<file path="config.mk">
export PLATFORM = sky130hd
export DESIGN_NAME = mdio_shift_engine
export DESIGN_NICKNAME = d
export VERILOG_FILES = /design/src/rtl/mdio_pkg.sv /design/src/rtl/mdio_clk_div.sv /design/src/rtl/mdio_shift_reg.sv /design/src/rtl/mdio_frame_ctl.sv /design/src/rtl/mdio_shift_engine.sv
export SDC_FILE = /design/constraint.sdc
export NUM_CORES = 1
export LEC_CHECK = 0
export ABC_AREA = 1
export BUFFER_PORTS_ARGS = -buffer_cell sky130_fd_sc_hd__clkbuf_2
export CORE_AREA = 2 2 82 84
export DETAILED_ROUTE_END_ITERATION = 10
export DIE_AREA = 0 0 84 86
export PLACE_DENSITY = 0.7
export SLEW_MARGIN = 15
export SYNTH_ARGS = -nofsm -noshare
export SYNTH_HDL_FRONTEND = slang
export SYNTH_SLANG_ARGS = --single-unit
</file>
<file path="constraint.sdc">
create_clock -name clk -period 2.85 [get_ports clk]
set_clock_uncertainty 0.2 [all_clocks]
set_input_delay 0.285 -clock clk [delete_from_list [all_inputs] [get_ports clk]]
set_output_delay 0.285 -clock clk [all_outputs]
set_load 0.05 [all_outputs]
</file>
<file path="src/rtl/mdio_pkg.sv">
package mdio_pkg;
  localparam int RATIO_W = 8;

  // Opcode field position and the code that marks a read frame.
  localparam int OP_HI = 29;
  localparam int OP_LO = 28;
  localparam logic [1:0] OP_READ = 2'b10;

  // Divider select to system clocks per management clock period.
  function automatic logic [RATIO_W-1:0] div_ratio(input logic [2:0] sel);
    case (sel)
      3'd0:    div_ratio = 8'd16;
      3'd1:    div_ratio = 8'd32;
      3'd2:    div_ratio = 8'd64;
      3'd3:    div_ratio = 8'd96;
      3'd4:    div_ratio = 8'd128;
      default: div_ratio = 8'd192;
    endcase
  endfunction
endpackage

</file>
<file path="src/rtl/mdio_clk_div.sv">
module mdio_clk_div
  import mdio_pkg::*;
#(
  parameter int SEL_W = 3
) (
  input  logic             clk,
  input  logic             rst,
  input  logic             start,
  input  logic             run,
  input  logic [SEL_W-1:0] sel,
  output logic             mdc,
  output logic             rise_stb,
  output logic             fall_stb
);
  logic [RATIO_W-1:0] ratio_q;
  logic [RATIO_W-1:0] cnt;
  logic [RATIO_W-1:0] half;

  assign half     = ratio_q >> 1;
  assign rise_stb = run && (cnt == half - 1'b1);
  assign fall_stb = run && (cnt == ratio_q - 1'b1);

  always_ff @(posedge clk) begin
    if (rst) begin
      ratio_q <= div_ratio(3'd0);
      cnt     <= '0;
      mdc     <= 1'b0;
    end else if (start) begin
      ratio_q <= div_ratio(3'(sel));
      cnt     <= '0;
      mdc     <= 1'b0;
    end else if (run) begin
      cnt <= fall_stb ? '0 : cnt + 1'b1;
      if (rise_stb)
        mdc <= 1'b1;
      else if (fall_stb)
        mdc <= 1'b0;
    end else begin
      mdc <= 1'b0;
    end
  end
endmodule

</file>
<file path="src/rtl/mdio_shift_reg.sv">
module mdio_shift_reg #(
  parameter int DW = 32
) (
  input  logic          clk,
  input  logic          rst,
  input  logic          start,
  input  logic [DW-1:0] load_val,
  input  logic          rise_stb,
  input  logic          fall_stb,
  input  logic          drive,
  input  logic          line_in,
  output logic [DW-1:0] sr
);
  logic cap;

  always_ff @(posedge clk) begin
    if (rst) begin
      sr  <= '0;
      cap <= 1'b0;
    end else if (start) begin
      sr  <= load_val;
      cap <= 1'b0;
    end else begin
      if (rise_stb)
        cap <= drive ? sr[DW-1] : line_in;
      if (fall_stb)
        sr <= {sr[DW-2:0], cap};
    end
  end
endmodule

</file>
<file path="src/rtl/mdio_frame_ctl.sv">
module mdio_frame_ctl #(
  parameter int DW       = 32,
  parameter int RD_DRIVE = 14,
  localparam int IDX_W   = $clog2(DW)
) (
  input  logic             clk,
  input  logic             rst,
  input  logic             start,
  input  logic             rd_frame,
  input  logic             fall_stb,
  output logic             busy,
  output logic             done,
  output logic             irq,
  output logic             oe,
  output logic             rd_op,
  output logic [IDX_W-1:0] bit_idx
);
  logic last;
  int   nxt;

  assign last = fall_stb && (bit_idx == IDX_W'(DW - 1));
  assign nxt  = int'(bit_idx) + 1;

  always_ff @(posedge clk) begin
    if (rst) begin
      busy    <= 1'b0;
      done    <= 1'b0;
      irq     <= 1'b0;
      oe      <= 1'b0;
      rd_op   <= 1'b0;
      bit_idx <= '0;
    end else begin
      irq <= 1'b0;
      if (start) begin
        busy    <= 1'b1;
        done    <= 1'b0;
        oe      <= 1'b1;
        rd_op   <= rd_frame;
        bit_idx <= '0;
      end else if (fall_stb) begin
        if (last) begin
          busy    <= 1'b0;
          done    <= 1'b1;
          irq     <= 1'b1;
          oe      <= 1'b0;
          bit_idx <= '0;
        end else begin
          bit_idx <= bit_idx + 1'b1;
          oe      <= !rd_op || (nxt < RD_DRIVE);
        end
      end
    end
  end
endmodule

</file>
<file path="src/rtl/mdio_shift_engine.sv">
module mdio_shift_engine
  import mdio_pkg::*;
#(
  parameter int DW       = 32,
  parameter int SEL_W    = 3,
  parameter int RD_DRIVE = 14,
  localparam int IDX_W   = $clog2(DW)
) (
  input  logic             clk,
  input  logic             rst,
  input  logic             wr_en,
  input  logic [DW-1:0]    wr_data,
  input  logic [SEL_W-1:0] div_sel,
  input  logic             mdio_i,
  output logic [DW-1:0]    rd_data,
  output logic             busy,
  output logic             done,
  output logic             irq,
  output logic             mdc,
  output logic             mdio_o,
  output logic             mdio_oe
);
  logic             start;
  logic             rise_stb;
  logic             fall_stb;
  logic             rd_op;
  logic [IDX_W-1:0] bit_idx;
  logic [DW-1:0]    sr;

  assign start = wr_en && !busy;

  mdio_clk_div #(.SEL_W(SEL_W)) u_div (
    .clk(clk), .rst(rst), .start(start), .run(busy), .sel(div_sel),
    .mdc(mdc), .rise_stb(rise_stb), .fall_stb(fall_stb)
  );

  mdio_frame_ctl #(.DW(DW), .RD_DRIVE(RD_DRIVE)) u_ctl (
    .clk(clk), .rst(rst), .start(start),
    .rd_frame(wr_data[OP_HI:OP_LO] == OP_READ),
    .fall_stb(fall_stb), .busy(busy), .done(done), .irq(irq),
    .oe(mdio_oe), .rd_op(rd_op), .bit_idx(bit_idx)
  );

  mdio_shift_reg #(.DW(DW)) u_sr (
    .clk(clk), .rst(rst), .start(start), .load_val(wr_data),
    .rise_stb(rise_stb), .fall_stb(fall_stb), .drive(mdio_oe),
    .line_in(mdio_i), .sr(sr)
  );

  assign rd_data = sr;
  assign mdio_o  = sr[DW-1];
endmodule

</file>
Word level (Yosys, flattened, before mapping)
Cells that the tools add are included.
Operators by class
  add/subtract/negate cells: 5
  equality and inequality tests: 8
  shifts and indexed selects: 0
  bitwise gates (word level): 2
  $lt $le $gt $ge: 1
  mux-type cells: 15
  divide/modulo/power cells: 0
  multiply operators: 0
  reductions and logical operators: 16
Operator list (count)
  $mux 32: 2
  $pmux 8 s5: 1
  $lt 32x5->1 const B: 1
  $eq 8x8->1: 2
  $mux 1: 10
  $add 8x1->8 const B: 1
  $mux 8: 1
  $sub 7x1->8 const B: 1
  $sub 8x1->8 const B: 1
  $add 5x1->6 const B: 1
  $eq 3x2->1 const B: 2
  $reduce_bool 2->1: 3
  $reduce_or 3->1: 2
  $add 5x1->5 const B: 1
  $eq 5x5->1 const B: 1
  $mux 5: 1
  $logic_and 1x1->1: 4
  $reduce_and 2->1: 2
  $eq 3x1->1 const B: 1
  $eq 3x3->1 const B: 1
  $logic_not 3->1: 1
  $eq 2x2->1 const B: 1
  $logic_not 1->1: 2
  $not 1->1: 2
  other kinds (2): 2
Word-level totals
  ROM bits: 0
  bits in writable memories: 0
  logic and storage cells: 58
  memories: 0
  output and inout bits: 38
  input bits: 39
  bits in registers: 60
  latch bits: 0

Logic depth before layout (Yosys ltp)
  depth after elaboration: 7
  depth in mapped cells: 12
  depth with buffers taken out: 12

Modules after synthesis
A second synthesis with hierarchy kept.
Second synthesis, totals
  cell total of the unflattened synthesis: 445
  area, all modules: 2957.8 µm²
By module, submodules not included
  mdio_shift_reg: cells each 252, seq. area each 660.6 µm², instances 1, area each 1647.8 µm²
  mdio_clk_div: cells each 124, seq. area each 260.2 µm², instances 1, area each 829.5 µm²
  mdio_frame_ctl: cells each 64, seq. area each 200.2 µm², instances 1, area each 452.9 µm²
  mdio_shift_engine: cells each 5, seq. area each 0.0 µm², instances 1, area each 27.5 µm²

Least setup slack after synthesis
Ideal clock, no wire load.
  kind: flip-flop to flip-flop
  start: reg u_ctl.busy
  end: reg u_ctl.bit_idx[3]
  period minus slack after synthesis: 1986 ps
  required time: 2528 ps
  stages on the path, launching flop included: 10
  slack: 864 ps
  library setup time: 122 ps
  buffers on the path: 2
  arrival: 1664 ps
  cell sequence: dfxtp_1 -> buf_4 -> nand3_4 -> nor2_4 -> nand3_2 -> nor2_4 -> nand2_4 -> nand2_4 -> buf_4 -> o22ai_1
On the way
  cells in the longest elaborated chain, start to end: 3
  elaborated cells between the ends (all ways): 6
  those cells by class: mux (1); reduce/logical (5)
RTL lines
  from (decl): line mdio_frame_ctl.sv:11  | output logic busy,
  from (signal assigned): line mdio_frame_ctl.sv:26  | busy <= 1'b0;
  from (signal assigned): line mdio_frame_ctl.sv:35  | busy <= 1'b1;
  from (signal assigned): line mdio_frame_ctl.sv:42  | busy <= 1'b0;
  $logic_and 1x1->1 or $logic_not 1->1 (tied branches): line mdio_clk_div.sv:21, mdio_shift_engine.sv:30
  $logic_and 1x1->1, on equally long branches: line mdio_frame_ctl.sv:21, mdio_shift_engine.sv:30
  $mux 5 or $reduce_or 2->1 (tied branches)
  to (signal assigned): line mdio_frame_ctl.sv:48  | bit_idx <= bit_idx + 1'b1;
  to (decl): line mdio_frame_ctl.sv:16  | output logic [IDX_W-1:0] bit_idx
Several ways; a longest one is shown, not always the timed one.
A chain may end at the register's enable or synchronous reset.

Worst setup path in the final report
  start: reg u_div.ratio_q[4]
  end: reg u_sr.sr[29]
On the way
  cells in the longest elaborated chain, start to end: 4
RTL lines
  from (decl): line mdio_clk_div.sv:15  | logic [RATIO_W-1:0] ratio_q;
  from (signal assigned): line mdio_clk_div.sv:25  | ratio_q <= div_ratio(3'd0);
  from (signal assigned): line mdio_clk_div.sv:29  | ratio_q <= div_ratio(3'(sel));
  $sub 8x1->8: line mdio_clk_div.sv:21  | assign fall_stb = run && (cnt == ratio_q - 1'b1);
  $eq 8x8->1: line mdio_clk_div.sv:21
  $logic_and 1x1->1: line mdio_clk_div.sv:21
  $reduce_bool 2->1 (no source line)
  to (signal assigned): line mdio_shift_reg.sv:21  | sr <= load_val;
  to (signal assigned): line mdio_shift_reg.sv:27  | sr <= {sr[DW-2:0], cap};
  to (decl): line mdio_shift_reg.sv:12  | output logic [DW-1:0] sr
Every way passes these cells.

==> flow_summary.ini <==
[synthesis]
syn-cell-area_um2 = 2810
cell_count_after_synthesis = 392
synth_area_in_simple_gates = 0.235
synth_top_flop_cell = sky130_fd_sc_hd__dfxtp_1
yosysWarnings = 0
syn_avg_cell_area_um2 = 7.17
syn-num-nets = 435
synth_compound_gate_area_share = 0.219
synth.yosys.seq_area_share = 0.399
synthDistinctLibCells = 35
postSynth.asyncResetShare = 0
synth.area.mux_share = 0.00356
ys_seq_elements = 56
synthXorXnorAreaFrac = 0.0156
number_of_enable_flip_flop_cells_after_synthesis = 0
dominant_combinational_cell_family_by_area_after_synthesis = simple AND/OR/NAND/NOR gates
arithmetic_cell_share_of_the_synthesized_area_counting_full_adders_half_adders_and_majority_gates = 0.0178

[placement]
io_buffer_count = 76
dpl_worst_slack_ps = 498
gp_congestion = 0.848
post_dp_cell_area_um2 = 3190
dp_cells = 528
dp.final_hpwl_mm = 4.92

[critical_path]
r2r_cells = 11
crit_fanout = 23
critPathRequiredTime_ps = 2890
crit-reg2reg-launch = u_div.ratio_q[4]
critical_path_arrival_ps = 2440
setup.worst_path.start_class = register
setup.reg_to_reg.worst_slack_ps = 450
setup.worst_path.class = register to register
end_kind = register
reg_to_reg_critical_path_endpoint = u_sr.sr[29]

[final_layout]
final_core_util = 0.525
final-instance-count-excl-fill = 537
layout.filler_cells = 626
sequential_cell_area_um2 = 1120
syn_to_final_growth_pct = 17.2
post-route-cell-area_um2 = 3290
antennaDiodeCount = 0
layout_cell_share_with_drive_strength_beyond_1 = 0.226
final_nets = 502
leading_cell_type_in_the_layout_fill_and_taps_excluded = sky130_fd_sc_hd__clkbuf_2
highest_count_cells_in_the_layout_ignoring_fill_and_taps = 76 x sky130_fd_sc_hd__clkbuf_2, 68 x sky130_fd_sc_hd__nand2_1, 56 x sky130_fd_sc_hd__dfxtp_1, 46 x sky130_fd_sc_hd__o21ai_0, 45 x sky130_fd_sc_hd__inv_1
area_of_the_multi_input_gates_um2 = 1380

[clocking]
clkTransAtPathRegs_ps = 100
cts_repair_resize_count = 0
clk-insertion-delay-late_ps = 310
htree_num_levels = 2
clock_sinks = 56
cts-root-buf = sky130_fd_sc_hd__clkbuf_8
tritoncts = yes
clk_path_buf_depth = 2
ctsHoldBuffers = 1
post-cts-setup-buffers = 0
cts-buffers-inserted = 5

[sta]
timing.setup.tns_ps = 0
grt_setup_unrepaired = no
layout_min_cycle_time_ps = 2400
slew_viols_final = 0
maximum_clock_frequency_mhz = 416
finalSetupViolations = 0
postLayoutSetupSlackWorst_ps = 447
worst_slew_pin_slew_ps = 506
finalCritPeriodShare = 0.843
finalHoldViolCount = 0
hold_ws_ps = 47.2
slew_headroom = 0.662

[routing]
drt.antenna.violating_nets = 0
wire_per_inst_um = 12.9
route.vias.total = 2737
finalWirelength_mm = 6.90
drtIter0Drc = 258
post-route-drc-count = 0
drt_first_pass_iters = 5
via_per_inst = 5.10

[grt]
antenna_found_initial = 0
grt_util_met3 = 0.0395
wire_length_of_the_first_global_routing_pass_mm = 11.6
track_usage = 0.194
grt_pass1_vias = 2582
met1_usage = 0.260
globalRouteOverflowTotal = 0
top_usage_layer = met2
grt_start_max_net_pins = 51
grt_util_met2 = 0.325

[die]
fp-row-count = 29
floorplan.initialDensity = 0.448
floorplan.die.height_um = 86
die_width_um = 84
core_um2 = 6280
io-pin-count = 77
die_area_um2 = 7220

[pwr]
net-switching-power_uw = 544
power.share.switching = 0.328
power_report.internal_total_mw = 1.11
clock_power_share = 0.280
seqPwrFrac = 0.510
power_density_nw_per_um2 = 503
p_comb_frac = 0.210
leakage_nw = 1.41
vdd.ir_drop.worst_uv = 342
design_power_total_mw = 1.66

[hold_path]
min_path_cells = 3
hold_path.class = primary input to register
timing.hold.worst.start = wr_en
min_to = u_ctl.busy

[run]
max_cap_viol_count = 0

[outcome]
outcome = complete, no violations
[critical path, stage by stage, from the launching register on]
cell	delay, ps
sky130_fd_sc_hd__dfxtp_1	430
sky130_fd_sc_hd__inv_2	90
sky130_fd_sc_hd__ha_1	330
sky130_fd_sc_hd__inv_1	80
sky130_fd_sc_hd__nand2_1	50
sky130_fd_sc_hd__nand2_1	70
sky130_fd_sc_hd__nand3_2	90
sky130_fd_sc_hd__nor2_4	280
sky130_fd_sc_hd__nand2_4	240
sky130_fd_sc_hd__nand2_4	280
sky130_fd_sc_hd__nand3_1	110
sky130_fd_sc_hd__o21ai_1	80
[synthesized netlist by cell type (2+ instances only)]
| master | count | area, µm² |
|---|---|---|
| sky130_fd_sc_hd__xor2_1 | 4 | 35.0 |
| sky130_fd_sc_hd__o21ai_1 | 19 | 95.1 |
| sky130_fd_sc_hd__o22ai_1 | 2 | 12.5 |
| sky130_fd_sc_hd__nor2_1 | 29 | 109 |
| sky130_fd_sc_hd__o211ai_1 | 10 | 75.1 |
| sky130_fd_sc_hd__buf_2 | 5 | 25.0 |
| sky130_fd_sc_hd__buf_6 | 3 | 33.8 |
| sky130_fd_sc_hd__o21ai_0 | 46 | 230 |
| sky130_fd_sc_hd__ha_1 | 4 | 50.1 |
| sky130_fd_sc_hd__nor3_1 | 3 | 15.0 |
| sky130_fd_sc_hd__nand2_1 | 68 | 255 |
| sky130_fd_sc_hd__a21oi_1 | 34 | 170 |
| sky130_fd_sc_hd__dfxtp_1 | 56 | 1120 |
| sky130_fd_sc_hd__nor2_4 | 2 | 22.5 |
| sky130_fd_sc_hd__clkbuf_1 | 6 | 22.5 |
| sky130_fd_sc_hd__inv_1 | 45 | 169 |
| sky130_fd_sc_hd__nor2_2 | 2 | 12.5 |
| sky130_fd_sc_hd__buf_4 | 7 | 52.6 |
| sky130_fd_sc_hd__nand2_4 | 3 | 33.8 |
| sky130_fd_sc_hd__nand3_1 | 29 | 145 |
[registers in the layout, indices dropped and copies added, names as in the netlist, 4 cells and up]
signal / flops
u_sr.sr: 32
u_div.cnt: 8
u_ctl.bit_idx: 5
u_div.ratio_q: 4
[logic make-up (layout without fill, tap and decap cells)]
| group | Yosys count | after routing |
|---|---|---|
| multiplexers | 1 | 1 |
| flip-flops | 56 | 56 |
| AND/OR/NAND/NOR | 143 | 143 |
| XOR/XNOR | 5 | 5 |
| adder cells (fa/ha/maj) | 4 | 4 |
| AO/OA/AOI/OAI | 115 | 115 |
| buffers and inverters | 68 | 136 |
[power by group through the flow]
stage | Clock, mW | Sequential, mW | Combinational [mW]
2_1_floorplan | 0 | 0.963 | 0.160
3_3_place_gp | 0 | 0.863 | 0.345
3_5_place_dp | 0 | 0.862 | 0.349
4_1_cts | 0.470 | 0.845 | 0.351
5_1_grt | 0.502 | 0.850 | 0.383
6_report | 0.464 | 0.846 | 0.349
[cell type report]
type | count | area share
clock inverters | 2 | 0.00418
clock buffers | 6 | 0.0251
multi-input cells | 268 | 0.419
repair buffers | 82 | 0.130
inverters | 46 | 0.0524
well taps | 77 | 0.0292
flip-flops and latches | 56 | 0.340
[worst max path at each step]
stage | to | depth (start not counted) | slack (ps) | from
floorplan | u_ctl.bit_idx[3] | 9 | 860 | u_ctl.busy
global placement | u_sr.sr[9] | 10 | 560 | u_div.ratio_q[4]
detailed placement | u_sr.sr[9] | 10 | 500 | u_div.ratio_q[4]
CTS | u_sr.sr[9] | 10 | 460 | u_div.ratio_q[4]
global route | u_sr.sr[9] | 10 | 250 | u_div.ratio_q[4]
finish | u_sr.sr[29] | 11 | 450 | u_div.ratio_q[4]
[per-layer routing]
layer	part of all wire	vias up
li1	-	1426
met5	0	-
met3	0.052	8
met4	0.0097	0
met1	0.47	1233
met2	0.47	70
Note: power is estimated with default switching activity, not from simulation.
